[config.mk]
export PLATFORM = sky130hd
export DESIGN_NAME = rng_coef_remap
export DESIGN_NICKNAME = d
export VERILOG_FILES = /design/src/rtl/rng_remap_pkg.sv /design/src/rtl/rng_span_mul.sv /design/src/rtl/rng_window.sv /design/src/rtl/rng_divider.sv /design/src/rtl/rng_coef_remap.sv
export SDC_FILE = /design/constraint.sdc
export NUM_CORES = 2
export LEC_CHECK = 0
export ABC_AREA = 1
export BUFFER_PORTS_ARGS = -buffer_cell sky130_fd_sc_hd__buf_2
export CORE_MARGIN = 8
export CORE_UTILIZATION = 47
export CTS_CLUSTER_DIAMETER = 200
export DETAILED_ROUTE_END_ITERATION = 8
export PLACE_DENSITY = 0.66
export REMOVE_ABC_BUFFERS = 1
export SLEW_MARGIN = 0
export SYNTH_ARGS = -nofsm -noshare
export SYNTH_HDL_FRONTEND = slang
export SYNTH_SLANG_ARGS = --single-unit
export TNS_END_PERCENT = 10
[constraint.sdc]
create_clock -name clk -period 10.2 [get_ports clk]
set_clock_uncertainty 0.05 [all_clocks]
set_input_delay 1.53 -clock clk [delete_from_list [all_inputs] [get_ports clk]]
set_output_delay 1.53 -clock clk [all_outputs]
set_load 0.02 [all_outputs]
[src/rtl/rng_remap_pkg.sv]
package rng_remap_pkg;

   typedef enum logic [1:0] {
      ST_IDLE,
      ST_CHK,
      ST_ZDIV,
      ST_FDIV
   } remap_state_e;

endpackage

[src/rtl/rng_span_mul.sv]
module rng_span_mul #(
   parameter int QW = 24,
   parameter int CW = 24,
   parameter int GW = 3,
   parameter int DW = 69
) (
   input  logic [QW-1:0] vref,
   input  logic [GW-1:0] gain,
   input  logic          bip,
   input  logic [CW-1:0] fs_coef,
   output logic [DW-1:0] prod
);
   localparam int SW = QW + 1;

   logic [SW-1:0] ref_x;
   logic [SW-1:0] span;

   generate
      if (DW < SW + CW) begin : g_bad
         $error("rng_span_mul: DW too narrow for span product");
      end
   endgenerate

   // bipolar doubles the nominal span before the gain shift
   assign ref_x = bip ? {vref, 1'b0} : {1'b0, vref};
   assign span  = ref_x >> gain;
   assign prod  = DW'(span) * DW'(fs_coef);

endmodule

[src/rtl/rng_window.sv]
module rng_window #(
   parameter int QW    = 24,
   parameter int A_MIN = 838861,
   parameter int A_MAX = 1101004
) (
   input  logic [QW-1:0] factor,
   output logic          in_win
);
   generate
      if (A_MIN > A_MAX) begin : g_bad
         $error("rng_window: empty window");
      end
   endgenerate

   assign in_win = (factor >= QW'(A_MIN)) && (factor <= QW'(A_MAX));

endmodule

[src/rtl/rng_divider.sv]
module rng_divider #(
   parameter int W = 69
) (
   input  logic         clk,
   input  logic         rst_n,
   input  logic         go,
   input  logic [W-1:0] num,
   input  logic [W-1:0] den,
   output logic         busy,
   output logic         fin,
   output logic [W-1:0] quo
);
   localparam int CNTW = $clog2(W);

   logic [W-1:0]    q_r;
   logic [W-1:0]    r_r;
   logic [W-1:0]    d_r;
   logic [CNTW-1:0] cnt;
   logic [W:0]      shifted;
   logic [W:0]      diff;
   logic            ge;

   assign shifted = {r_r, q_r[W-1]};
   assign ge      = shifted >= {1'b0, d_r};
   assign diff    = shifted - {1'b0, d_r};
   assign quo     = q_r;

   always_ff @(posedge clk or negedge rst_n) begin
      if (!rst_n) begin
         q_r  <= '0;
         r_r  <= '0;
         d_r  <= '0;
         cnt  <= '0;
         busy <= 1'b0;
         fin  <= 1'b0;
      end else begin
         fin <= 1'b0;
         if (go) begin
            q_r  <= num;
            r_r  <= '0;
            d_r  <= den;
            cnt  <= '0;
            busy <= 1'b1;
         end else if (busy) begin
            q_r <= {q_r[W-2:0], ge};
            r_r <= ge ? diff[W-1:0] : shifted[W-1:0];
            cnt <= cnt + 1'b1;
            if (cnt == CNTW'(W - 1)) begin
               busy <= 1'b0;
               fin  <= 1'b1;
            end
         end
      end
   end


   fin_pulse_chk: assert property (@(posedge clk) disable iff (!rst_n)
      fin |=> !fin);


   rem_bound_chk: assert property (@(posedge clk) disable iff (!rst_n)
      (busy && d_r != '0) |-> (r_r < d_r));

endmodule

[src/rtl/rng_coef_remap.sv]
module rng_coef_remap #(
   parameter int CW            = 24,
   parameter int QW            = 24,
   parameter int FRAC          = 20,
   parameter int GW            = 3,
   parameter int ZSH           = 44,
   parameter int A_MIN         = 838861,
   parameter int A_MAX         = 1101004,
   parameter int ROUND_NEAREST = 1
) (
   input  logic          clk,
   input  logic          rst_n,
   input  logic          start,
   input  logic [CW-1:0] z0_in,
   input  logic [CW-1:0] f0_in,
   input  logic [QW-1:0] ofs_in,
   input  logic [QW-1:0] scale_in,
   input  logic [QW-1:0] vref_in,
   input  logic [GW-1:0] gain_code,
   input  logic          bipolar,
   output logic [CW-1:0] zn_out,
   output logic [CW-1:0] fn_out,
   output logic          range_err,
   output logic          done
);
   import rng_remap_pkg::*;

   localparam int DW = QW + ZSH + 1;
   localparam logic [CW-1:0] CMAX = '1;

   generate
      if (DW < 64) begin : g_bad_dw
         $error("rng_coef_remap: intermediate width below 64 bits");
      end
      if (CW + FRAC + 1 > DW) begin : g_bad_fn
         $error("rng_coef_remap: full-scale numerator too wide");
      end
      if ((1 << GW) - 1 > QW) begin : g_bad_gw
         $error("rng_coef_remap: gain shift exceeds span width");
      end
   endgenerate

   remap_state_e  state;
   logic [CW-1:0] z0_q, f0_q, zs_q;
   logic [QW-1:0] b_q, a_q, vref_q;
   logic [GW-1:0] g_q;
   logic          bip_q;

   logic          a_ok;
   logic [DW-1:0] den_z, bias_z, bias_f, num_z, num_f;
   logic [DW-1:0] div_num, div_den, div_quo;
   logic          div_go, div_busy, div_fin;
   logic [DW:0]   zsum;
   logic [CW-1:0] zsat, fsat;

   rng_span_mul #(.QW(QW), .CW(CW), .GW(GW), .DW(DW)) i_span (
      .vref    (vref_q),
      .gain    (g_q),
      .bip     (bip_q),
      .fs_coef (f0_q),
      .prod    (den_z)
   );

   rng_window #(.QW(QW), .A_MIN(A_MIN), .A_MAX(A_MAX)) i_win (
      .factor (a_q),
      .in_win (a_ok)
   );

   generate
      if (ROUND_NEAREST != 0) begin : g_rnd
         assign bias_z = den_z >> 1;
         assign bias_f = DW'(a_q) >> 1;
      end else begin : g_trunc
         assign bias_z = '0;
         assign bias_f = '0;
      end
   endgenerate

   assign num_z   = (DW'(b_q) << ZSH) + bias_z;
   assign num_f   = (DW'(f0_q) << FRAC) + bias_f;
   assign div_num = (state == ST_CHK) ? num_z : num_f;
   assign div_den = (state == ST_CHK) ? den_z : DW'(a_q);
   assign div_go  = ((state == ST_CHK) && a_ok) ||
                    ((state == ST_ZDIV) && div_fin);

   rng_divider #(.W(DW)) i_div (
      .clk   (clk),
      .rst_n (rst_n),
      .go    (div_go),
      .num   (div_num),
      .den   (div_den),
      .busy  (div_busy),
      .fin   (div_fin),
      .quo   (div_quo)
   );

   assign zsum = (DW+1)'(z0_q) + {1'b0, div_quo};
   assign zsat = (zsum > (DW+1)'(CMAX)) ? CMAX : zsum[CW-1:0];
   assign fsat = (div_quo > DW'(CMAX)) ? CMAX : div_quo[CW-1:0];

   always_ff @(posedge clk or negedge rst_n) begin
      if (!rst_n) begin
         state     <= ST_IDLE;
         z0_q      <= '0;
         f0_q      <= '0;
         zs_q      <= '0;
         b_q       <= '0;
         a_q       <= '0;
         vref_q    <= '0;
         g_q       <= '0;
         bip_q     <= 1'b0;
         zn_out    <= '0;
         fn_out    <= '0;
         range_err <= 1'b0;
         done      <= 1'b0;
      end else begin
         done <= 1'b0;
         unique case (state)
            ST_IDLE: begin
               if (start) begin
                  z0_q   <= z0_in;
                  f0_q   <= f0_in;
                  b_q    <= ofs_in;
                  a_q    <= scale_in;
                  vref_q <= vref_in;
                  g_q    <= gain_code;
                  bip_q  <= bipolar;
                  state  <= ST_CHK;
               end
            end
            ST_CHK: begin
               if (!a_ok) begin
                  zn_out    <= z0_q;
                  fn_out    <= f0_q;
                  range_err <= 1'b1;
                  done      <= 1'b1;
                  state     <= ST_IDLE;
               end else begin
                  state <= ST_ZDIV;
               end
            end
            ST_ZDIV: begin
               if (div_fin) begin
                  zs_q  <= zsat;
                  state <= ST_FDIV;
               end
            end
            ST_FDIV: begin
               if (div_fin) begin
                  zn_out    <= zs_q;
                  fn_out    <= fsat;
                  range_err <= 1'b0;
                  done      <= 1'b1;
                  state     <= ST_IDLE;
               end
            end
            default: state <= ST_IDLE;
         endcase
      end
   end


   done_pulse_chk: assert property (@(posedge clk) disable iff (!rst_n)
      done |=> !done);


   out_hold_chk: assert property (@(posedge clk) disable iff (!rst_n)
      !done |-> ($stable(zn_out) && $stable(fn_out) && $stable(range_err)));


   err_match_chk: assert property (@(posedge clk) disable iff (!rst_n)
      done |-> (range_err == !a_ok));


   err_passthru_chk: assert property (@(posedge clk) disable iff (!rst_n)
      (done && range_err) |-> (zn_out == z0_q && fn_out == f0_q));


   busy_start_chk: assert property (@(posedge clk) disable iff (!rst_n)
      (state != ST_IDLE && start) |=> ($stable(z0_q) && $stable(a_q) && $stable(b_q)));


   div_go_idle_chk: assert property (@(posedge clk) disable iff (!rst_n)
      div_go |-> !div_busy);

endmodule

== Word level (Yosys, flattened, before mapping) ==
Cells that the tools add are included.

* Register bits: 416
* Output and inout port bits: 50
* Word-level logic and storage cells: 85

* $add $sub $neg: 5
* Multiply operators: 1
* Order comparisons: 5
* Eq/ne operators: 8
* Shifts and indexed selects: 1
* Multiplexer cells: 35
* Reductions and logical operators: 11

{| class="wikitable"
|+ Operators with widths
! operator !! count
|-
| two-way mux 69 bit || 6
|-
| two-way mux 24 bit || 6
|-
| one-hot mux 24 bit (2 select lines) || 2
|-
| adder 24 x 69 -> 70 bit || 1
|-
| >= comparator 70 x 69 -> 1 bit || 1
|-
| > comparator 70 x 24 -> 1 bit (second input constant) || 1
|-
| adder 68 x 48 -> 69 bit || 1
|-
| > comparator 69 x 24 -> 1 bit (second input constant) || 1
|-
| subtractor 69 bit || 1
|-
| multiplier 25 x 24 -> 49 bit || 1
|-
| two-way mux 49 bit || 1
|-
| adder 44 x 23 -> 45 bit || 1
|-
| two-way mux 25 bit || 1
|-
| right shift 25 x 3 -> 25 bit || 1
|-
| >= comparator 24 x 20 -> 1 bit (second input constant) || 1
|-
| less-or-equal comparator 24 x 21 -> 1 bit (second input constant) || 1
|-
| two-way mux 7 bit || 2
|-
| two-way mux 1 bit || 10
|-
| two-way mux 2 bit || 4
|-
| one-hot mux 2 bit (4 select lines) || 1
|-
| adder 7 x 1 -> 7 bit (second input constant) || 1
|-
| == test 7 bit (second input constant) || 1
|-
| AND reduction 3 bit || 2
|-
| == test 2 bit (second input constant) || 2
|-
| other kinds (9) || 16
|}

== Logic depth before layout (Yosys ltp) ==
* Word-level depth: 6
* Depth in mapped cells: 54

== Hierarchy ==
A second synthesis with hierarchy kept.

* Cell total of the unflattened synthesis: 7563
* Area, all modules: 53075.9 µm²

{| class="wikitable"
|+ Modules (own cells, without submodules)
! module !! times used !! cells each !! area an instance (µm²) !! sequential area each (µm²)
|-
| rng_span_mul || 1 || 2970 || 22290.1 || 0.0
|-
| rng_divider || 1 || 2348 || 15536.2 || 5405.2
|-
| rng_coef_remap || 1 || 2193 || 15000.6 || 5004.8
|-
| rng_window || 1 || 52 || 249.0 || 0.0
|}

== Least setup slack after synthesis ==
OpenSTA, ideal clock, no wires.

* Kind: reg-to-reg
* Start point: reg bip_q
* End point: reg i_div.q_r[65], in the netlist i_div.quo[65]
* Library setup time: 87 ps
* Arrival time: 9048 ps
* Required time: 10063 ps
* Path slack: 1015 ps
* Stages on the path, launching flop included: 50
* Buffers on the path: 3
* Clock period less this slack: 9185 ps
* Path through: dfrtp_1 > buf_2 > inv_1 > clkbuf_1 > nand2_1 > nand3_1 > o21ai_0 > nand2_1 > o21ai_0 > nand2_1 > nand2_1 > inv_1 > clkbuf_1 > nand2_1 > fa_1 > inv_1 > fa_1 > inv_1 > (+14 left out) > o21ai_0 > nand3_1 > nand2_1 > a21o_1 > nand2_1 > inv_1 > o21ai_0 > and2_1 > ha_1 > nand3_1 > nand2_1 > a21oi_1 > nor4_1 > nand2_1 > nor2_1 > nand4_1 > xor2_1 > o211ai_1

* Cells in the longest elaborated chain, start to end: 6

{| class="wikitable"
|+ Ends and longest elaborated chain
! item !! RTL line !! source
|-
| start, declared || rng_coef_remap.sv:47 || <nowiki>logic bip_q;</nowiki>
|-
| start signal, assigned || rng_coef_remap.sv:127 || <nowiki>bip_q <= bipolar;</nowiki>
|-
| two-way mux 25 bit || rng_span_mul.sv:25 || <nowiki>assign ref_x = bip ? {vref, 1'b0} : {1'b0, vref};</nowiki>
|-
| right shift 25 x 3 -> 25 bit || rng_span_mul.sv:26 || <nowiki>assign span = ref_x >> gain;</nowiki>
|-
| multiplier 25 x 24 -> 49 bit || rng_span_mul.sv:27 || <nowiki>assign prod = DW'(span) * DW'(fs_coef);</nowiki>
|-
| adder 68 x 48 -> 69 bit || rng_coef_remap.sv:79 || <nowiki>assign num_z = (DW'(b_q) << ZSH) + bias_z;</nowiki>
|-
| two-way mux 69 bit || rng_coef_remap.sv:81 || <nowiki>assign div_num = (state == ST_CHK) ? num_z : num_f;</nowiki>
|-
| two-way mux 69 bit || rng_divider.sv:38 || <nowiki>if (go) begin</nowiki>
|-
| end signal, assigned || rng_divider.sv:39 || <nowiki>q_r <= num;</nowiki>
|-
| end signal, assigned || rng_divider.sv:45 || <nowiki>q_r <= {q_r[W-2:0], ge};</nowiki>
|-
| end, declared || rng_divider.sv:15 || <nowiki>logic [W-1:0] q_r;</nowiki>
|}

No other way between the ends.
A chain may end at the register's enable or synchronous reset.

== Worst setup path after layout ==
* Start point: reg g_q[0]
* End point: reg i_div.q_r[57], in the netlist i_div.quo[57]

* Cells in the longest elaborated chain, start to end: 5

{| class="wikitable"
|+ Ends and longest elaborated chain
! item !! RTL line !! source
|-
| start, declared || rng_coef_remap.sv:46 || <nowiki>logic [GW-1:0] g_q;</nowiki>
|-
| start signal, assigned || rng_coef_remap.sv:126 || <nowiki>g_q <= gain_code;</nowiki>
|-
| right shift 25 x 3 -> 25 bit || rng_span_mul.sv:26 ||
|-
| multiplier 25 x 24 -> 49 bit || rng_span_mul.sv:27 ||
|-
| adder 68 x 48 -> 69 bit || rng_coef_remap.sv:79 ||
|-
| two-way mux 69 bit || rng_coef_remap.sv:81 ||
|-
| two-way mux 69 bit || rng_divider.sv:38 ||
|}

No other way between the ends.

==> run metrics <==
status finished, final reports clean; initial antenna violation count 2; Synth cell types 56; DIE AREA 110,500 um2; commonest non-fill, non-tap cell in the layout nand2_1; final net count 7,463; R2R setup slack 0.53 ns; Synth Area in Compound Gates 0.1009; clk sinks 396; global-route wire length before repair 270.1 mm; dpl hpwl 143.9 mm; layout cells sized above 1 0.09711; Post-synth EDFFs 0; CTS tree built; yosys warns 0; source of the worst hold timing path i_div.r_r[68]; CP max-delay cell fa_1; Initial Util 0.4720; top cell type's share of synthesized area 0.2161; DR pass1 iterations 6; H-tree levels 2; Worst setup EP type flop; Top FF cell, synth dfrtp_1; min-delay worst type reg2reg; width of the die 332.4 um; largest net degree at the start of global routing 157; largest family of logic cells by synthesized area adder cells; Initial DRC Count 3,939; Root Buffer clkbuf_16; synthesized instance count 6,436; Worst Path Required 10.68 ns; setup TNS 0 ns; Overall Global Routing Usage 0.3162; Post-Synth XOR/XNOR Area 0.02122; IO Pins 177; min cycle time layout 9.668 ns; Synth Area in Simple Gates 0.2447; worst-margin pin slew 1.145 ns; Final Cell Area 51,850 um2; mux cell area share after synthesis 0.01744; Finish-stage setup viols 0; FP Rows 116; kind of critical path reg2reg; worst skew pair latency 0.68 ns; Cell Area, Placed 49,680 um2; via/cell ratio 5.577; commonest non-fill, non-tap cells in the layout nand2_1, inv_1, nor2_1, fa_1, dfrtp_1; Async SR Flop Fraction 1.000; FF-to-FF Start g_q[0]; top cells by area, synth fa_1, dfrtp_1, nand2_1, inv_1, ha_1; slowest stage delay, CP 0.55 ns; routed wire length 176.9 mm; area added between synthesis and finish 10.19%; Placer Congestion 1.063; clock transition at the registers of the reported paths 0.06 ns; arrival time worst endpoint 10.15 ns; ratio of final minimum period to clock period 0.9479; Crit. Startpoint g_q[0]; DRC errors left 0; CORE AREA 99,710 um2; Longest Clk Path Bufs 3; via count 44,110; crit-path max FO 10; Slew HR 0.2363; Seq/Total Area, Yosys 0.2106; Post-Synth Adder-Cell Area 0.2847; synthesized flop and latch total 396; n_diodes 0; Final Max Tran Viols 0; PortBufs 176; Die H 332.4 um; Max Cap Violations 0; most frequent CP cell nand2_1; CP startpoint kind flop; TritonCTS Buffers 50; Final Hold Viols 0; synthesized area per cell 7.312 um2; WHS 0.4456 ns; mapped cell area 47,060 um2; total congestion overflow 0; vias in the first global route 44,510; WL/cell 22.37 um; largest area contributor in the netlist fa_1; antenna viol nets, final 0; Max Fclk 103.4 MHz
-- state kept, by name, summed over array words and instances, names as in the netlist, 3 cells and up, named ones only --
name       cells
i_div.quo     69
i_div.r_r     69
i_div.d_r     49
a_q           24
b_q           24
f0_q          24
fn_out        24
vref_q        24
z0_q          24
zn_out        24
zs_q          24
i_div.cnt      7
g_q            3
-- metrics by stage --
step	utilization	std cells	setup WS [ns]
6_report	0.5200	7909	0.5316
5_1_grt	0.5200	7909	-0.005337
4_1_cts	0.5167	7894	0.04792
2_1_floorplan	-	6179	0.5792
3_3_place_gp	0.4982	7801	0.2852
3_5_place_dp	0.4982	7801	0.1082
-- cells by family (layout without fill, tap and decap cells) --
| logic type | Yosys count | count (layout) |
|---|---|---|
| AO/OA/AOI/OAI | 829 | 829 |
| XOR/XNOR | 114 | 114 |
| adder cells (fa/ha/maj) | 766 | 766 |
| buffers and inverters | 1479 | 1654 |
| flip-flops | 396 | 396 |
| multiplexers | 73 | 73 |
| AND/OR/NAND/NOR | 2779 | 2779 |
-- worst max-delay path: cells and delay by family, from the launching register on --
kind | cells | cell delay [ns]
flops | 1 | 0.43
buf+inv | 10 | 1.28
simple gates | 18 | 2.46
fa+ha+maj | 9 | 3.87
xor+xnor | 1 | 0.16
compound gates | 7 | 1.20
-- worst paths after layout --
path / end / cells past startpoint
min in group asynchronous: zs_q[7] / 1
worst min register to register: i_div.r_r[68] / 2
worst max-delay path: i_div.quo[57] / 45
worst max register to register: i_div.quo[57] / 45
max in group asynchronous: i_div.r_r[17] / 3
worst min-delay path: i_div.r_r[68] / 2
-- final cells by class --
| class | instances | area (um2) |
|---|---|---|
| clock inverters | 31 | 484.2 |
| well taps | 1298 | 1624 |
| repair inverters | 1 | 7.507 |
| clock buffers | 62 | 1356 |
| flip-flops and latches | 396 | 9911 |
| inverters | 1222 | 4633 |
| fillers | 9929 | 47860 |
| multi-input cells | 4561 | 31690 |
| repair buffers | 338 | 2143 |
-- layer usage --
layer  track usage  up-vias  part of all wire
li1              -    20270                 -
met1        0.4225    21320              0.42
met2        0.4950     2050              0.44
met3       0.06850      468             0.094
met4        0.1362        0             0.055
met5             0        -                 0
-- synth_stat cells, types with 4 or more instances --
cell type,count
o211ai_1,68
nor2_4,6
ha_1,258
nand3_1,270
a21boi_0,8
nor2_2,6
o21bai_1,28
xor2_1,80
clkbuf_1,165
or2_2,46
nand2_1,1463
fa_1,508
buf_4,7
nand2_2,7
a21o_1,9
o21ai_1,26
inv_1,1204
nor2_1,775
dfrtp_1,396
clkinv_1,8
o21ai_0,299
a31oi_1,45
and2_1,6
o21a_1,9
buf_2,57
buf_1,23
nor3_1,56
xnor2_1,34
a22oi_1,4
mux2_2,72
nor3_2,6
nand3b_1,13
o221ai_1,47
nor4_1,21
nand3_2,4
o22ai_1,5
and3_1,6
inv_2,10
nand4_1,81
a21oi_1,268
-- what timing repair did --
item,in CTS,in global routing
hold buffers,0,0
setup buffers,0,14
setup endpoints to repair,0,20
gates resized for setup,0,60
Power is left out: the tool's default activity adds up to more than one toggle a clock period on the data nets, which glitch-free logic cannot reach.
